==> config.mk <==
export PLATFORM = sky130hd
export DESIGN_NAME = pic_cascade_top
export DESIGN_NICKNAME = d
export VERILOG_FILES = /design/src/rtl/pic_pkg.sv /design/src/rtl/pic_prio.sv /design/src/rtl/pic_ctrl.sv /design/src/rtl/pic_decode.sv /design/src/rtl/pic_cascade_top.sv
export SDC_FILE = /design/constraint.sdc
export NUM_CORES = 1
export LEC_CHECK = 0
export BUFFER_PORTS_ARGS = -buffer_cell sky130_fd_sc_hd__buf_2
export CAP_MARGIN = 10
export CORE_UTILIZATION = 65
export CTS_BUF_LIST = sky130_fd_sc_hd__clkbuf_4 sky130_fd_sc_hd__clkbuf_8
export DETAILED_ROUTE_END_ITERATION = 10
export GPL_TIMING_DRIVEN = 0
export PLACE_DENSITY = 0.88
export SYNTH_ARGS = -nofsm -noshare
export SYNTH_HDL_FRONTEND = slang
export SYNTH_SLANG_ARGS = --single-unit
==> constraint.sdc <==
create_clock -name clk -period 11.4 [get_ports clk]
set_input_delay 1.14 -clock clk [delete_from_list [all_inputs] [get_ports clk]]
set_output_delay 1.14 -clock clk [all_outputs]
set_load 0.03 [all_outputs]
==> src/rtl/pic_pkg.sv <==
package pic_pkg;

    localparam int PIN_N  = 8;
    localparam int PIN_W  = $clog2(PIN_N);
    localparam int UNITS  = 2;
    localparam int LINE_W = PIN_W + 2;
    localparam int ADDR_W = 8;
    localparam int DATA_W = 8;
    localparam int ACC_W  = 3;

    typedef logic [PIN_N-1:0] pin_vec_t;
    typedef logic [PIN_W-1:0] pin_idx_t;

    typedef enum logic [2:0] {
        OP_MISC    = 3'b000,
        OP_EOI     = 3'b001,
        OP_SEOI    = 3'b011,
        OP_ROT_EOI = 3'b101,
        OP_SETPRI  = 3'b110
    } op_e;

    typedef struct packed {
        logic     found;
        pin_idx_t rel;
    } prio_t;

    typedef struct packed {
        pin_vec_t                irr;
        pin_vec_t                isr;
        pin_vec_t                imr;
        pin_vec_t                last;
        pin_idx_t                rot;
        logic                    rdsel;
        logic                    wait_base;
        logic [DATA_W-1:PIN_W]   base;
    } unit_st_t;

    typedef struct packed {
        logic hit;
        logic el_sel;
        logic unit;
        logic port;
    } dec_t;

    // Smallest relative priority present in m, counting from pin rot.
    function automatic prio_t best_rel(input pin_vec_t m, input pin_idx_t rot);
        prio_t r;
        r.found = 1'b0;
        r.rel   = '0;
        for (int p = PIN_N - 1; p >= 0; p--) begin
            if (m[pin_idx_t'(pin_idx_t'(p) + rot)]) begin
                r.found = 1'b1;
                r.rel   = pin_idx_t'(p);
            end
        end
        return r;
    endfunction

endpackage

==> src/rtl/pic_prio.sv <==
module pic_prio
    import pic_pkg::*;
(
    input  pin_vec_t irr,
    input  pin_vec_t imr,
    input  pin_vec_t isr,
    input  pin_idx_t rot,
    output logic     req,
    output pin_idx_t line,
    output logic     svc_found,
    output pin_idx_t svc_line
);

    prio_t pend;
    prio_t serv;

    always_comb begin
        pend      = best_rel(irr & ~imr, rot);
        serv      = best_rel(isr, rot);
        req       = pend.found && (!serv.found || (pend.rel < serv.rel));
        line      = pin_idx_t'(pend.rel + rot);
        svc_found = serv.found;
        svc_line  = pin_idx_t'(serv.rel + rot);
    end

endmodule

==> src/rtl/pic_ctrl.sv <==
module pic_ctrl
    import pic_pkg::*;
(
    input  logic                  clk,
    input  logic                  rst,
    input  pin_vec_t              lvl_mode,
    input  logic                  pin_vld,
    input  pin_idx_t              pin_idx,
    input  logic                  pin_lvl,
    input  pin_vec_t              ext_set,
    input  logic                  cmd_wr,
    input  logic                  mask_wr,
    input  logic [DATA_W-1:0]     wdata,
    input  logic                  rd_port,
    input  logic                  ack,
    output logic [DATA_W-1:0]     rdata,
    output logic                  int_req,
    output pin_idx_t              int_line,
    output logic [DATA_W-1:PIN_W] base_o,
    output pin_vec_t              irr_o,
    output pin_vec_t              isr_o
);

    unit_st_t st_q;
    unit_st_t st_n;
    logic     svc_found;
    pin_idx_t svc_line;
    pin_idx_t cmd_pin;

    pic_prio u_prio (
        .irr       (st_q.irr),
        .imr       (st_q.imr),
        .isr       (st_q.isr),
        .rot       (st_q.rot),
        .req       (int_req),
        .line      (int_line),
        .svc_found (svc_found),
        .svc_line  (svc_line)
    );

    assign cmd_pin = wdata[PIN_W-1:0];

    always_comb begin
        st_n = st_q;
        // request lines
        if (pin_vld) begin
            if (lvl_mode[pin_idx]) begin
                st_n.irr[pin_idx] = pin_lvl;
            end else if (pin_lvl && !st_q.last[pin_idx]) begin
                st_n.irr[pin_idx] = 1'b1;
            end
            st_n.last[pin_idx] = pin_lvl;
        end
        st_n.irr = st_n.irr | ext_set;
        // acknowledge wins over a same-cycle set on the acknowledged pin
        if (ack && int_req) begin
            if (!lvl_mode[int_line]) begin
                st_n.irr[int_line] = 1'b0;
            end
            st_n.isr[int_line] = 1'b1;
        end
        // commands
        if (cmd_wr) begin
            if (wdata[4]) begin
                st_n.imr       = '0;
                st_n.isr       = '0;
                st_n.rot       = '0;
                st_n.rdsel     = 1'b0;
                st_n.wait_base = 1'b1;
            end else begin
                case (wdata[7:5])
                    OP_MISC: begin
                        if (wdata[3]) st_n.rdsel = wdata[0];
                    end
                    OP_EOI: begin
                        if (svc_found) st_n.isr[svc_line] = 1'b0;
                    end
                    OP_ROT_EOI: begin
                        if (svc_found) begin
                            st_n.isr[svc_line] = 1'b0;
                            st_n.rot = pin_idx_t'(svc_line + pin_idx_t'(1));
                        end
                    end
                    OP_SEOI: begin
                        st_n.isr[cmd_pin] = 1'b0;
                    end
                    OP_SETPRI: begin
                        st_n.rot = pin_idx_t'(cmd_pin + pin_idx_t'(1));
                    end
                    default: ;
                endcase
            end
        end
        if (mask_wr) begin
            if (st_q.wait_base) begin
                st_n.base      = wdata[DATA_W-1:PIN_W];
                st_n.wait_base = 1'b0;
            end else begin
                st_n.imr = wdata;
            end
        end
    end

    always_ff @(posedge clk) begin
        if (rst) begin
            st_q <= '0;
        end else begin
            st_q <= st_n;
        end
    end

    always_comb begin
        if (rd_port)         rdata = st_q.imr;
        else if (st_q.rdsel) rdata = st_q.isr;
        else                 rdata = st_q.irr;
    end

    assign base_o = st_q.base;
    assign irr_o  = st_q.irr;
    assign isr_o  = st_q.isr;

    AST_ACK_ADDS_ONE_SVC: assert property (@(posedge clk) disable iff (rst)
        (ack && int_req && !cmd_wr) |=> ($countones(st_q.isr) == $countones($past(st_q.isr)) + 1));

    AST_SPUR_KEEPS_SVC: assert property (@(posedge clk) disable iff (rst)
        (ack && !int_req && !cmd_wr) |=> $stable(st_q.isr));

    AST_LEVEL_SURVIVES_ACK: assert property (@(posedge clk) disable iff (rst)
        (ack && int_req && lvl_mode[int_line] && !pin_vld) |=> st_q.irr[$past(int_line)]);

endmodule

==> src/rtl/pic_decode.sv <==
module pic_decode
    import pic_pkg::*;
#(
    parameter logic [ADDR_W-1:0] EL_ADDR = 8'h10
)(
    input  logic [ADDR_W-1:0] addr,
    input  logic [ACC_W-1:0]  acc_bytes,
    output dec_t              dec
);

    localparam logic [ADDR_W-1:0] CTL_FREE = {1'b1, {(ADDR_W-2){1'b0}}, 1'b1};
    localparam logic [ADDR_W-1:0] EL_FREE  = {{(ADDR_W-1){1'b0}}, 1'b1};

    logic ctl_hit;
    logic el_hit;

    always_comb begin
        ctl_hit    = (addr & ~CTL_FREE) == '0;
        el_hit     = (addr & ~EL_FREE) == EL_ADDR;
        dec.hit    = (acc_bytes == ACC_W'(1)) && (ctl_hit || el_hit);
        dec.el_sel = el_hit;
        dec.unit   = el_hit ? addr[0] : addr[ADDR_W-1];
        dec.port   = addr[0];
    end

endmodule

==> src/rtl/pic_cascade_top.sv <==
module pic_cascade_top
    import pic_pkg::*;
#(
    parameter logic [DATA_W-1:0] MASTER_LVL_MASK = 8'hF8,
    parameter logic [DATA_W-1:0] SLAVE_LVL_MASK  = 8'hDE,
    parameter int                CASC_PIN        = 2,
    parameter int                SPUR_PIN        = 7,
    parameter logic [ADDR_W-1:0] EL_ADDR         = 8'h10
)(
    input  logic              clk,
    input  logic              rst,
    input  logic              line_vld,
    input  logic [LINE_W-1:0] line_num,
    input  logic              line_lvl,
    input  logic              wr_en,
    input  logic              rd_en,
    input  logic [ADDR_W-1:0] addr,
    input  logic [DATA_W-1:0] wdata,
    input  logic [ACC_W-1:0]  acc_bytes,
    output logic [DATA_W-1:0] rdata,
    output logic              cpu_int,
    input  logic              inta,
    output logic              vec_vld,
    output logic [DATA_W-1:0] vec
);

    localparam pin_idx_t CASC = pin_idx_t'(CASC_PIN);
    localparam pin_idx_t SPUR = pin_idx_t'(SPUR_PIN);

    dec_t                  dec;
    logic [UNITS-1:0]      req_u;
    logic [UNITS-1:0]      ack_u;
    logic [UNITS-1:0]      pinv_u;
    logic [UNITS-1:0]      cmdw_u;
    logic [UNITS-1:0]      maskw_u;
    logic [UNITS-1:0]      elw_u;
    pin_idx_t              line_u  [UNITS];
    pin_vec_t              ext_u   [UNITS];
    pin_vec_t              irr_u   [UNITS];
    pin_vec_t              isr_u   [UNITS];
    pin_vec_t              elcr_q  [UNITS];
    logic [DATA_W-1:0]     rd_u    [UNITS];
    logic [DATA_W-1:PIN_W] base_u  [UNITS];
    logic                  line_ok;
    logic [DATA_W-1:0]     vec_n;

    pic_decode #(.EL_ADDR(EL_ADDR)) u_dec (
        .addr      (addr),
        .acc_bytes (acc_bytes),
        .dec       (dec)
    );

    assign line_ok = line_vld && !line_num[LINE_W-1];

    // cascade: slave offer sets master pin CASC; slave has no cascade input
    assign ext_u[0] = req_u[1] ? (pin_vec_t'(1) << CASC_PIN) : '0;
    assign ext_u[1] = '0;
    assign ack_u[0] = inta;
    assign ack_u[1] = inta && req_u[0] && (line_u[0] == CASC);

    for (genvar u = 0; u < UNITS; u++) begin : g_unit
        localparam pin_vec_t WMASK = (u == 0) ? MASTER_LVL_MASK : SLAVE_LVL_MASK;

        assign pinv_u[u]  = line_ok && (line_num[PIN_W] == 1'(u));
        assign elw_u[u]   = wr_en && dec.hit && dec.el_sel && (dec.unit == 1'(u));
        assign cmdw_u[u]  = wr_en && dec.hit && !dec.el_sel && (dec.unit == 1'(u)) && !dec.port;
        assign maskw_u[u] = wr_en && dec.hit && !dec.el_sel && (dec.unit == 1'(u)) && dec.port;

        always_ff @(posedge clk) begin
            if (rst) begin
                elcr_q[u] <= '0;
            end else if (elw_u[u]) begin
                elcr_q[u] <= wdata & WMASK;
            end
        end

        pic_ctrl u_ctrl (
            .clk      (clk),
            .rst      (rst),
            .lvl_mode (elcr_q[u]),
            .pin_vld  (pinv_u[u]),
            .pin_idx  (line_num[PIN_W-1:0]),
            .pin_lvl  (line_lvl),
            .ext_set  (ext_u[u]),
            .cmd_wr   (cmdw_u[u]),
            .mask_wr  (maskw_u[u]),
            .wdata    (wdata),
            .rd_port  (dec.port),
            .ack      (ack_u[u]),
            .rdata    (rd_u[u]),
            .int_req  (req_u[u]),
            .int_line (line_u[u]),
            .base_o   (base_u[u]),
            .irr_o    (irr_u[u]),
            .isr_o    (isr_u[u])
        );
    end

    always_comb begin
        if (!(rd_en && dec.hit))   rdata = '0;
        else if (dec.el_sel)       rdata = elcr_q[dec.unit];
        else                       rdata = rd_u[dec.unit];
    end

    assign cpu_int = req_u[0];

    always_comb begin
        if (!req_u[0])             vec_n = {base_u[0], SPUR};
        else if (line_u[0] != CASC) vec_n = {base_u[0], line_u[0]};
        else if (req_u[1])         vec_n = {base_u[1], line_u[1]};
        else                       vec_n = {base_u[1], SPUR};
    end

    always_ff @(posedge clk) begin
        if (rst) begin
            vec_vld <= 1'b0;
            vec     <= '0;
        end else begin
            vec_vld <= inta;
            if (inta) vec <= vec_n;
        end
    end

    AST_VEC_FOLLOWS_ACK: assert property (@(posedge clk) disable iff (rst)
        inta |=> vec_vld);

    AST_NO_VEC_WITHOUT_ACK: assert property (@(posedge clk) disable iff (rst)
        !inta |=> !vec_vld);

    AST_CASCADE_RAISES_PIN: assert property (@(posedge clk) disable iff (rst)
        (req_u[1] && !inta) |=> irr_u[0][CASC_PIN]);

    AST_WIDE_WRITE_IGNORED: assert property (@(posedge clk) disable iff (rst)
        (wr_en && acc_bytes != ACC_W'(1)) |=> ($stable(elcr_q[0]) && $stable(elcr_q[1])));

    AST_HIGH_LINE_IGNORED: assert property (@(posedge clk) disable iff (rst)
        (line_vld && line_num[LINE_W-1] && !inta) |=> $stable(irr_u[1]));

endmodule

==> key figures <==
Power and ir drop
  – Net Sw Frac: roughly 30%
  – Internal power: 517 uW
  – Power per cell area: 84.5 nW/um2
  – Sequential power share: between 50% and 60%
  – Clk pwr share: 33.5%
  – NetSw: 225 uW
  – Maximum vdd drop: about 110 uV
  – Combinational share of power: 15.2%
  – Pleak: between 3 and 4 nW

STA
  – Least-Margin Pin Slew: between 1000 and 1500 ps
  – Setup TNS: 0 ps
  – Slew Limit Fails: 0
  – Fin crit period: 6030 ps
  – Worst Slack Setup Final: approximately 5400 ps
  – Tcrit/Tclk final: between 50 and 60%
  – RSZ-0062 raised after global routing: false
  – Clock skew: ~12 ps
  – Hold Vio Cnt, Final: 0
  – Slew margin rel.: between 10% and 20%
  – FMAX: about 170 MHz
  – Final setup violating endpoints: 0

Worst hold path
  – Worst Hold End: g_unit[1].u_ctrl.st_q[11]
  – Hold path cells: 2
  – Min-Delay Startpoint: g_unit[1].u_ctrl.st_q[11]
  – Hold WC Path Type: flip-flop to flip-flop

Floorplanning
  – Row cnt: 40
  – Die span in x: 114 um
  – Core Box Area: between 10000 and 15000 um2
  – Die Ht: 114 um
  – Die ar.: about 13000 um2
  – Initial core utilization: between 60 and 70%
  – Io pins: between 40 and 50

Layout
  – Non-filler cells in the finished layout: about 1100
  – Area grow syn2layout: 7.80%
  – Design area: 8780 um2
  – NumNets Final: 1023
  – Filler cells: just over 900
  – Antenna Cells: 0
  – Share of layout cells above drive strength 1: between 10% and 20%
  – Utilization after layout: 72.5%

Placed design
  – I/O Buffers: 42
  – Post-place setup slack: 5800 ps
  – GP Congestion: between 1 and 1.5
  – Dpl cells: approximately 1100
  – Dpl cell area: between 8000 and 9000 um2
  – HPWL Detailed: 19100 um

Clock tree
  – TritonCTS clock tree: built
  – Clk_lat worst skew: approximately 400 ps
  – Post-CTS Resized: 0
  – Clk sinks: approximately 100
  – H-tree levels: 3
  – Post-CTS setup buffer count: 0
  – CTS Buf Count: 9
  – Post-CTS Hold Fix Bufs: 0
  – Clock Pin Slew Worst Setup and Hold Paths: 110 ps
  – Clock buffer depth: 2
  – Clock root buffer: clkbuf_8

Yosys
  – Syn Area/Cell: 8.86 um2
  – Async SR Flop Fraction: 0%
  – Sequential share of the synthesized area: between 20% and 30%
  – Yosys cell types: 88
  – YS warnings: 0
  – EDFF count, synth: 11
  – Yosys reg bits: 104
  – Cells after Synth: around 900
  – Synthesized cell area: between 8000 and 9000 um2
  – Synth Flop Type: dfxtp_1
  – Post-Syn Nets: 969

Setup path
  – Crit-path cells: buf_2 > inv_1 > ha_1 > buf_2 > mux4_2 > nor2b_1 > a211o_1 > o2111ai_1 > and2_1 > clkbuf_1 > ha_1 > a21oi_1 > o21ai_0 > o31ai_1 > buf_2
  – Worst r2r src: g_unit[0].u_ctrl.st_q[8]
  – Crit end category: output port
  – Worst R2R Setup Slack: 5930 ps
  – Family with the most delay on the worst path: compound AO/OA/AOI/OAI gates
  – Capturing point of the worst reg2reg path: g_unit[1].u_ctrl.isr_o[7]
  – Critical path buffers and inverters: 5
  – Max FO, Critical Path: 9
  – Crit-path max cell delay: 600 ps
  – Worst path arrival time: around 4900 ps
  – Setup CP Type: flip-flop to output port
  – Critical path's slowest cell: mux4_2
  – FF-to-FF path depth: 16
  – Worst path most repeated cell: buf_2
  – CP required: roughly 10000 ps
  – Startpoint types: flip-flop

Run status
  – Outcome: completed

Global routing
  – Largest net degree at the start of global routing: 20
  – Total GRT Usage: between 30% and 40%
  – Initial antenna violation count: 0
  – Vias in the first global route: around 7300
  – First-pass GRT wire length: ~40000 um
  – GRT overflow: 0

Run
  – MaxCap Viol Count: 0

Route
  – TritonRoute pass-1 iters: 6
  – Vias: 7981
  – Total wire length: between 20000 and 25000 um
  – Drt drc: 0
  – Detail Route Antenna Nets: 0
  – Wire length per cell: about 21 um
  – Initial DRC count: 1123
  – Vias/cell: around 7
## synth_stat cells, types with 4 or more instances
cell	instances	area (um2)
a2111oi_0	5	43.8
nor3_1	23	115
inv_1	28	105
a211oi_1	12	90.1
nor4_1	9	56.3
or4b_1	4	40.0
o22ai_1	5	31.3
edfxtp_1	11	330
ha_1	15	188
o21a_1	4	30.0
clkbuf_1	38	143
a21oi_1	70	350
mux2i_1	56	561
or2_2	5	31.3
a22oi_1	18	135
nand2b_1	18	113
nand3_1	23	115
a211o_1	6	52.6
mux2_2	11	124
buf_1	4	15.0
nor2b_1	27	169
and3_1	7	43.8
xnor2_1	8	70.1
nand2_1	84	315
nor2_1	90	338
a31oi_1	25	156
o221a_2	8	90.1
and4_1	4	35.0
fa_1	4	80.1
o21ai_0	43	215
dfxtp_1	93	1860
xor2_1	9	78.8
mux4_2	42	946
o31ai_1	6	45.0
buf_2	8	40.0
and2_1	14	87.6
## power by group through the flow
stage	registers (mW)	clock network [mW]	logic, mW
6_report	0.381	0.249	0.113
5_1_grt	0.381	0.263	0.121
4_1_cts	0.380	0.248	0.109
3_5_place_dp	0.389	0	0.109
3_3_place_gp	0.388	0	0.107
2_1_floorplan	0.391	0	0.0698
## metal layers
| layer | up-vias | share of wire (%) | global-route usage, % |
|---|---|---|---|
| met5 | - | 0 | 0 |
| met4 | 0 | 5.6 | 18.1 |
| met3 | 111 | 12 | 9.30 |
| met2 | 581 | 44 | 60.6 |
| met1 | 3733 | 38 | 52.4 |
| li1 | 3556 | - | - |
## cell type report
| cell class | count | area (um2) | share of cell area (%) |
|---|---|---|---|
| clock buffers | 9 | 124 | 1.41 |
| well taps | 168 | 210 | 2.39 |
| plain buffers | 54 | 239 | 2.72 |
| clock inverters | 7 | 86.3 | 0.983 |
| multi-input cells | 730 | 5590 | 63.7 |
| repair buffers | 43 | 215 | 2.45 |
| flip-flops and latches | 104 | 2190 | 25.0 |
| inverters | 31 | 124 | 1.41 |
## layout by cell type (no fill, tap or decap), drive strengths merged, types with 25 or more instances in the layout
| cell type | count |
|---|---|
| buf | 59 |
| nor2 | 90 |
| nand2 | 84 |
| clkbuf | 47 |
| mux2i | 59 |
| inv | 33 |
| mux4 | 44 |
| nor2b | 28 |
| a31oi | 25 |
| o21ai | 44 |
| a21oi | 71 |
| dfxtp | 93 |
## how the worst max path moves through the flow
stage / endpoint / cells after the start / from
floorplan: cpu_int / 14 / g_unit[0].u_ctrl.st_q[8]
global placement: cpu_int / 15 / g_unit[0].u_ctrl.st_q[8]
detailed placement: cpu_int / 15 / g_unit[0].u_ctrl.st_q[8]
CTS: cpu_int / 15 / g_unit[0].u_ctrl.st_q[8]
global route: cpu_int / 15 / g_unit[0].u_ctrl.st_q[8]
finish: cpu_int / 15 / g_unit[0].u_ctrl.st_q[8]
## state kept, by name, summed over array words and instances (netlist names)
signal and flops:
g_unit.u_ctrl.st_q 42, g_unit.u_ctrl.irr_o 16, g_unit.u_ctrl.isr_o 16, elcr_q 11
g_unit.u_ctrl.base_o 10, vec 8, vec_vld 1
## cells by family after synthesis
logic type,after synthesis,synth area share (%)
AO/OA/AOI/OAI,238,19.3
XOR/XNOR,20,2.43
adder cells (fa/ha/maj),19,3.29
buffers and inverters,85,4.45
flip-flops,104,26.9
multiplexers,115,21.7
AND/OR/NAND/NOR,338,21.9
## stage by stage
step | hold WS, ps | total power [mW]
after floorplan | 433 | 0.461
after global placement | 442 | 0.495
after detailed placement | 448 | 0.497
final | 464 | 0.742
after CTS | 463 | 0.738
after global routing | 492 | 0.764
## worst reg2reg max path, stage by stage, from the launching register on
cell      delay, ps
dfxtp_1         470
buf_2           310
inv_1           170
ha_1            300
xnor2_2         400
mux4_2          340
nand2b_1        120
a21oi_1         110
or2_2           350
ha_1            200
fa_1            480
clkbuf_1        350
inv_1           180
nor2_1          530
nand4_1         410
or4_1           500
a21oi_1         190
No activity file was read; power rests on OpenSTA's default activity.
